**src/rtl/shf_pkg.sv**
```systemverilog
package shf_pkg;

    // Encoding of the operation select; values are part of the interface.
    typedef enum logic [2:0] {
        OP_LSL  = 3'd0,
        OP_LSR  = 3'd1,
        OP_ASL  = 3'd2,
        OP_ASR  = 3'd3,
        OP_ROL  = 3'd4,
        OP_ROR  = 3'd5,
        OP_RSV6 = 3'd6,
        OP_RSV7 = 3'd7
    } shf_op_e;

endpackage

```
**src/rtl/shf_amount.sv**
```systemverilog
// Picks the count source and derives a saturated shift count, a rotate
// count (low bits only) and a raw zero indication.
module shf_amount #(
    parameter int DW = 8
) (
    input  logic                     amt_sel,
    input  logic [$clog2(DW)-1:0]    amt_imm,
    input  logic [DW-1:0]            amt_reg,
    output logic [$clog2(DW):0]      sh_amt,
    output logic [$clog2(DW)-1:0]    rot_amt,
    output logic                     amt_zero
);
    localparam int IMM_W = $clog2(DW);
    localparam int CNT_W = IMM_W + 1;

    logic reg_high;

    // Any bit at or above CNT_W means the count is far beyond the width.
    assign reg_high = |amt_reg[DW-1:CNT_W];

    always_comb begin
        if (amt_sel) begin
            sh_amt   = reg_high ? '1 : amt_reg[CNT_W-1:0];
            rot_amt  = amt_reg[IMM_W-1:0];
            amt_zero = (amt_reg == '0);
        end else begin
            sh_amt   = {1'b0, amt_imm};
            rot_amt  = amt_imm;
            amt_zero = (amt_imm == '0);
        end
    end

endmodule

```
**src/rtl/shf_core.sv**
```systemverilog
// Combinational move datapath: result and carry for every operation.
module shf_core
    import shf_pkg::*;
#(
    parameter int DW = 8
) (
    input  shf_op_e                  op,
    input  logic [DW-1:0]            operand,
    input  logic [$clog2(DW):0]      sh_amt,
    input  logic [$clog2(DW)-1:0]    rot_amt,
    input  logic                     amt_zero,
    input  logic                     c_hold,
    output logic [DW-1:0]            result,
    output logic                     c_next
);
    localparam int IMM_W = $clog2(DW);
    localparam int CNT_W = IMM_W + 1;
    localparam logic [CNT_W-1:0] DW_CNT = CNT_W'(DW);

    logic [DW:0]        left_ext;
    logic [DW:0]        right_ext;
    logic signed [DW:0] arith_ext;
    logic [DW-1:0]      rot_left;
    logic [DW-1:0]      rot_right;
    logic [CNT_W-1:0]   rot_inv;

    // One guard bit beyond the data catches the last bit moved out.
    assign left_ext  = {1'b0, operand} << sh_amt;
    assign right_ext = {operand, 1'b0} >> sh_amt;
    assign arith_ext = $signed({operand, 1'b0}) >>> sh_amt;

    assign rot_inv   = DW_CNT - {1'b0, rot_amt};
    assign rot_left  = (operand << rot_amt) | (operand >> rot_inv);
    assign rot_right = (operand >> rot_amt) | (operand << rot_inv);

    always_comb begin
        result = operand;
        c_next = c_hold;
        if (!amt_zero) begin
            unique case (op)
                OP_LSL, OP_ASL: begin
                    result = left_ext[DW-1:0];
                    c_next = left_ext[DW];
                end
                OP_LSR: begin
                    result = right_ext[DW:1];
                    c_next = right_ext[0];
                end
                OP_ASR: begin
                    result = arith_ext[DW:1];
                    c_next = arith_ext[0];
                end
                OP_ROL: begin
                    result = rot_left;
                    c_next = rot_left[0];
                end
                OP_ROR: begin
                    result = rot_right;
                    c_next = rot_right[DW-1];
                end
                OP_RSV6, OP_RSV7: begin
                    result = operand;
                    c_next = c_hold;
                end
            endcase
        end
    end

endmodule

```
**src/rtl/shf_cflag.sv**
```systemverilog
// Held carry flag: cleared by reset, loaded on a commit strobe.
module shf_cflag (
    input  logic clk,
    input  logic rst_n,
    input  logic load,
    input  logic c_in,
    output logic c_q
);
    always_ff @(posedge clk or negedge rst_n) begin
        if (!rst_n) begin
            c_q <= 1'b0;
        end else if (load) begin
            c_q <= c_in;
        end
    end

endmodule

```
**src/rtl/shift_rot_unit.sv**
```systemverilog
module shift_rot_unit
    import shf_pkg::*;
#(
    parameter int DW = 8
) (
    input  logic                  clk,
    input  logic                  rst_n,
    input  logic                  exec,
    input  logic [2:0]            op,
    input  logic                  amt_sel,
    input  logic [$clog2(DW)-1:0] amt_imm,
    input  logic [DW-1:0]         amt_reg,
    input  logic [DW-1:0]         operand,
    output logic [DW-1:0]         result,
    output logic                  flag_c,
    output logic                  flag_z,
    output logic                  flag_n
);
    localparam int IMM_W = $clog2(DW);
    localparam int CNT_W = IMM_W + 1;

    logic [CNT_W-1:0] sh_amt;
    logic [IMM_W-1:0] rot_amt;
    logic             amt_zero;
    logic             c_held;

    shf_amount #(.DW(DW)) u_amount (
        .amt_sel  (amt_sel),
        .amt_imm  (amt_imm),
        .amt_reg  (amt_reg),
        .sh_amt   (sh_amt),
        .rot_amt  (rot_amt),
        .amt_zero (amt_zero)
    );

    shf_core #(.DW(DW)) u_core (
        .op       (shf_op_e'(op)),
        .operand  (operand),
        .sh_amt   (sh_amt),
        .rot_amt  (rot_amt),
        .amt_zero (amt_zero),
        .c_hold   (c_held),
        .result   (result),
        .c_next   (flag_c)
    );

    shf_cflag u_cflag (
        .clk   (clk),
        .rst_n (rst_n),
        .load  (exec),
        .c_in  (flag_c),
        .c_q   (c_held)
    );

    assign flag_z = (result == '0);
    assign flag_n = result[DW-1];

endmodule

```
**config.mk**
```make
export PLATFORM = sky130hd
export DESIGN_NAME = shift_rot_unit
export DESIGN_NICKNAME = d
export VERILOG_FILES = /design/src/rtl/shf_pkg.sv /design/src/rtl/shf_amount.sv /design/src/rtl/shf_core.sv /design/src/rtl/shf_cflag.sv /design/src/rtl/shift_rot_unit.sv
export SDC_FILE = /design/constraint.sdc
export NUM_CORES = 1
export LEC_CHECK = 0
export BUFFER_PORTS_ARGS = -buffer_cell sky130_fd_sc_hd__buf_2
export CAP_MARGIN = 20
export CELL_PAD_IN_SITES_DETAIL_PLACEMENT = 1
export CELL_PAD_IN_SITES_GLOBAL_PLACEMENT = 1
export CORE_ASPECT_RATIO = 0.6
export CORE_UTILIZATION = 41
export CTS_CLUSTER_SIZE = 25
export DETAILED_ROUTE_END_ITERATION = 6
export PLACE_DENSITY_LB_ADDON = 0.15
export SYNTH_ARGS = -nofsm -noshare
export SYNTH_HDL_FRONTEND = slang
export SYNTH_SLANG_ARGS = --single-unit
export TNS_END_PERCENT = 100
```
**constraint.sdc**
```tcl
create_clock -name clk -period 6 [get_ports clk]
set_input_delay 0.6 -clock clk [delete_from_list [all_inputs] [get_ports clk]]
set_output_delay 0.6 -clock clk [all_outputs]
set_load 0.03 [all_outputs]
```
Yosys cells after proc, flatten, opt, wreduce, memory -nomap -nowiden
Index checks and enable logic that the tools add are counted.
- flip-flop bits (word level): 1
- bits in latches: 0
- memory bits (writable): 0
- ROM bits: 0
- input port bits: 26
- output and inout port bits: 11
- memories kept: 0
- add/subtract/negate cells: 1
- multipliers: 0
- divide/modulo/power cells: 0
- $lt $le $gt $ge: 0
- eq/ne operators: 7
- shifts and indexed selects: 7
- muxes and demuxes: 8
- bitwise logic cells: 2
- reductions and logical operators: 7
- operators by type and width (kind ; number):
    8-bit one-hot mux with 6 select lines ; 1
    8-bit logical NOT ; 2
    8-bit OR ; 2
    3-bit == test, second input constant ; 4
    8-bit by 4-bit << shifter with 9-bit output ; 1
    9-bit by 4-bit right shift with 9-bit output ; 1
    9-bit by 4-bit >>> shifter with 9-bit output ; 1
    4-bit two-way mux ; 2
    8-bit two-way mux ; 1
    8-bit by 3-bit << shifter with 8-bit output ; 1
    8-bit by 4-bit << shifter with 8-bit output ; 1
    8-bit by 3-bit right shift with 8-bit output ; 1
    8-bit by 4-bit right shift with 8-bit output ; 1
    3-bit by 2-bit == test with 1-bit output, second input constant ; 2
    3-bit logical NOT ; 2
    1-bit one-hot mux with 6 select lines ; 1
    2-bit OR reduction ; 2
    4-bit OR reduction ; 1
    4-bit by 3-bit subtractor with 4-bit output, first input constant ; 1
    3-bit by 1-bit == test with 1-bit output, second input constant ; 1
    3-bit two-way mux ; 1
    1-bit two-way mux ; 2

Logic depth before layout (Yosys ltp)
- word-level depth: 7
- depth in mapped cells: 16

Cells and area by module
Synthesis repeated with hierarchy kept, for this count alone.
- cell total of the unflattened synthesis: 355
- area total of the unflattened synthesis: 2521.2 um^2
- modules (own cells, without submodules) (module ; times used ; cells an instance ; area an instance (um^2)):
    shf_core ; 1 ; 336 ; 2347.3
    shf_amount ; 1 ; 13 ; 107.6
    shf_cflag ; 1 ; 2 ; 40.0
    shift_rot_unit ; 1 ; 4 ; 26.3

Worst setup path before layout
Ideal clock, no wire load.
- kind: input to output
- start: in amt_sel
- end: out flag_z
- data arrival time: 4632 ps
- required time: 5400 ps
- setup slack: 768 ps
- stages: 15
- buffers on the path: 5
- path through: buf_6 > mux2_4 > buf_12 > inv_4 > buf_2 > buf_2 > ha_1 > inv_1 > clkbuf_1 > nor4_1 > a2111oi_0 > o311ai_0 > o32a_1 > or4_1 > nor4b_2
- longest elaborated chain between the ends: 7
- elaborated cells on any way between the ends: 16
- those cells by class: add/sub: 1; shift: 7; mux: 5; bitwise: 2; reduce/logical: 1
- ends and longest elaborated chain (item ; line ; RTL):
    start: declaration ; shift_rot_unit.sv:10 ; input logic amt_sel,
    3-bit two-way mux ; shf_amount.sv:22 ; if (amt_sel) begin
    4-bit by 3-bit subtractor with 4-bit output ; shf_core.sv:32 ; assign rot_inv = DW_CNT - {1'b0, rot_amt};
    8-bit by 4-bit << shifter with 8-bit output or 8-bit by 4-bit right shift with 8-bit output (tied branches) ; shf_core.sv:34, shf_core.sv:33 ;
    8-bit OR (on tied branches) ; shf_core.sv:34, shf_core.sv:33 ;
    8-bit one-hot mux with 6 select lines ; shf_core.sv:40 ; unique case (op)
    8-bit two-way mux (*) ; shf_core.sv:39 ; if (!amt_zero) begin
    via result[3] ; shift_rot_unit.sv:14 ; output logic [DW-1:0] result,
    8-bit logical NOT (*) ; shift_rot_unit.sv:55 ; assign flag_z = (result == '0);
    end: declaration ; shift_rot_unit.sv:16 ; output logic flag_z,
Mark *: on every way through the listed nets, which the timed path passes. The rest lies on a longest branch.

Final worst setup path
- start: in amt_sel
- end: out flag_z
- longest elaborated chain between the ends: 7
- elaborated cells on any way between the ends: 16
- those cells by class: add/sub: 1; shift: 7; mux: 5; bitwise: 2; reduce/logical: 1
- ends and longest elaborated chain (item ; line):
    3-bit two-way mux ; shf_amount.sv:22
    4-bit by 3-bit subtractor with 4-bit output ; shf_core.sv:32
    8-bit by 4-bit << shifter with 8-bit output or 8-bit by 4-bit right shift with 8-bit output (tied branches) ; shf_core.sv:34, shf_core.sv:33
    8-bit OR (on tied branches) ; shf_core.sv:34, shf_core.sv:33
    8-bit one-hot mux with 6 select lines ; shf_core.sv:40
    8-bit two-way mux (*) ; shf_core.sv:39
    8-bit logical NOT (*) ; shift_rot_unit.sv:55
Every way passes the cells marked *; elsewhere a longest branch is shown, timed or not.

==> flow_metrics.py <==
metrics = {
    "worst_setup_path": {
        "cp-end-kind": "output port",
        "start_kind": "primary input",
        "cp-endpoint": "flag_z",
        "crit_start": "amt_sel",
        "path_cells": "buf_2 -> mux2_4 -> inv_4 -> ha_1 -> xnor2_1 -> mux2i_1 -> mux2i_1 -> o2111ai_1 -> a41oi_1 -> or4_1 -> nor4b_2 -> buf_2",
        "crit_fanout": 30,
        "r2r-start": "u_cflag.c_q",
        "crit_type": "primary input to output port",
        "critPathArrivalTime_ns": 4.46,
        "slowest_stage": "xnor2_1",
        "required_ns": 5.40,
        "r2r-end": "u_cflag.c_q",
        "critPathMaxStageDelay_ns": 0.94,
        "ff2ff_path_depth": 2,
        "regToRegSetupSlack_ns": 5.28,
    },
    "synth": {
        "synth_cell_type_count": 73,
        "ys_seq_elements": 1,
        "synth-main-ff-cell": "dfrtp_1",
        "synth_area_leaders": "mux2i_1 (9.4%), nand2_1 (6.7%), o21ai_0 (5.6%), a21oi_1 (5.4%), nand3_1 (4.2%)",
        "avgSynthCellArea_um2": 6.66,
        "post-synth-top-count-cell": "nand2_1",
        "synthTopCellsByCount": "nand2_1 (40), o21ai_0 (25), a21oi_1 (24), nor2_1 (24), mux2i_1 (21)",
        "synth_top_area_cell": "mux2i_1",
        "async_reset_ff_frac": 1.00,
        "seq_area_frac_synth": 0.0112,
        "synth_edf_count": 0,
        "syn_area_mm2": 0.00224,
        "synth_cells": 336,
        "synth.net_count": 363,
        "synth.top_cell.area_share": 0.0939,
        "yosysWarnings": 0,
    },
    "placement": {
        "gp_congestion": 1.03,
        "port_buffers": 36,
        "postPlaceCellArea_mm2": 0.00240,
        "hpwl_um": 8340,
    },
    "timing": {
        "finalHoldViolCount": 0,
        "setup_viol": 0,
        "fin_tns_setup_ns": 0,
        "max_slew_margin": 0.229,
        "rsz0062_at_grt": "false",
        "period_share": 0.843,
        "fin_crit_ns": 5.06,
        "max_freq_mhz": 198,
        "drv_slew": 0,
        "skew_ns": 0,
        "tightestPinTransition_ns": 1.15,
    },
    "die": {
        "initial_core_util": 0.434,
        "die-area_mm2": 0.00577,
        "ioPinCount": 37,
        "coreArea_mm2": 0.00515,
        "die_x_um": 97.4,
        "die_y_um": 59.2,
        "rows": 20,
    },
    "cts": {
        "clkLatencyLatePin_ns": 0,
        "post_cts_buffers": 0,
        "cts.clk_slew.worst_paths_ns": 0,
        "cts_resized": 0,
        "ctsHoldBuffers": 0,
    },
    "layout": {
        "drive_above_1_share": 0.197,
        "diodes": 0,
        "finalNetCount": 375,
        "fin_area_mm2": 0.00240,
        "reg_top3": "u_cflag.c_q (1)",
        "largest_reg_flops": 1,
        "syn_to_final_growth_pct": 7.21,
        "top_register": "u_cflag.c_q",
    },
    "grt": {
        "grt.overflow.total": 0,
        "antenna_found_initial": 0,
        "grt_use_total": 0.384,
        "grt_max_degree": 34,
        "grt_pass1_vias": 2766,
        "grt_pass1_wl_um": 16900,
    },
    "pwr": {
        "swShare": 0.651,
        "power.internal_uw": 110,
        "seqPwrFrac": 0.032,
        "p_switching_uw": 205,
        "p_leak_uw": 0.000928,
        "clock_power_share": 0,
        "p_per_area_mw_per_mm2": 131,
        "ir_drop_mv": 0.0785,
        "comb_power_share": 0.968,
    },
    "detailed_routing": {
        "initialDrtViolationCount": 580,
        "vias_per_cell": 7.55,
        "wl_um": 11100,
        "wl_per_cell_um": 27.0,
        "drc": 0,
        "drtPass1Iterations": 5,
        "ant_nets": 0,
        "vias": 3110,
    },
    "outcome": {
        "status": "finished, final reports clean",
    },
    "hold_path": {
        "hold_path_class": "primary input to asynchronous set/reset pin",
    },
    "run": {
        "drv_cap": 0,
    },
}
==> kinds of logic after synthesis <==
logic type      share of synthesized area
xor+xnor                           0.0112
compound gates                      0.386
simple gates                        0.286
buf+inv                            0.0950
flops                              0.0112
mux                                 0.205
fa+ha+maj                         0.00559
==> power by group through the flow <==
| stage | combinational, µW | clock [µW] | sequential, µW |
|---|---|---|---|
| detailed placement | 291 | 0 | 10.2 |
| global route | 320 | 0 | 10.2 |
| CTS | 292 | 0 | 10.2 |
| finish | 304 | 0 | 10.1 |
| global placement | 291 | 0 | 10.1 |
| floorplan | 211 | 0 | 9.88 |
==> metrics by stage <==
step           worst slack (ns)  hold slack, ns  cells  total power (µW)   util
2_1_floorplan             0.768           0.304    336               221      -
3_3_place_gp               1.10           0.374    412               302  0.466
3_5_place_dp               1.02           0.376    412               301  0.466
4_1_cts                    1.00           0.376    412               303  0.466
5_1_grt                   0.778           0.378    412               330  0.466
6_report                  0.942           0.375    412               314  0.466
==> worst min path at each step <==
stage                              to  slack, ns  cells past startpoint
after floorplan           u_cflag.c_q       0.30                      0
after global placement    u_cflag.c_q       0.37                      1
after CTS                 u_cflag.c_q       0.38                      1
after detailed placement  u_cflag.c_q       0.38                      1
final                     u_cflag.c_q       0.38                      1
after global routing      u_cflag.c_q       0.38                      1
==> area by class of cell <==
class / count / area [µm²]
sequential: 1 / 25.0
multi-input combinational: 291 / 2010
fill: 706 / 2760
inverter: 10 / 40.0
timing repair buffer: 44 / 240
tap: 66 / 82.6
==> cell usage in the layout, fill, tap and decap left out, types with 5 or more instances in the layout <==
cell | synthesis | final
o22ai_1 | 7 | 7
mux2i_1 | 21 | 20
a31oi_1 | 9 | 9
or4_1 | 6 | 6
buf_2 | 8 | 36
nand2_1 | 40 | 40
nor2_1 | 24 | 24
nor4_1 | 7 | 7
inv_1 | 8 | 8
nor3_1 | 8 | 8
nand3_1 | 19 | 19
o21ai_0 | 25 | 25
buf_4 | 1 | 8
o221ai_1 | 5 | 5
a21oi_1 | 24 | 24
a211oi_1 | 6 | 6
==> worst max-delay path, delay by kind of cell <==
kind,cells,cell delay [ns]
compound gates,2,0.41
xor+xnor,1,0.94
fa+ha+maj,1,0.30
buf+inv,3,0.51
mux,3,0.87
simple gates,2,0.79
==> routing by layer <==
layer | track usage | part of all wire | routed length (µm) | up-vias
met5 | 0 | 0 | 0 | -
met4 | 0.0819 | 0.030 | 332 | 0
met3 | 0.127 | 0.17 | 1900 | 37
met2 | 0.534 | 0.38 | 4270 | 256
met1 | 0.565 | 0.41 | 4610 | 1469
li1 | - | - | - | 1348
(Power assumes the default switching activity.)
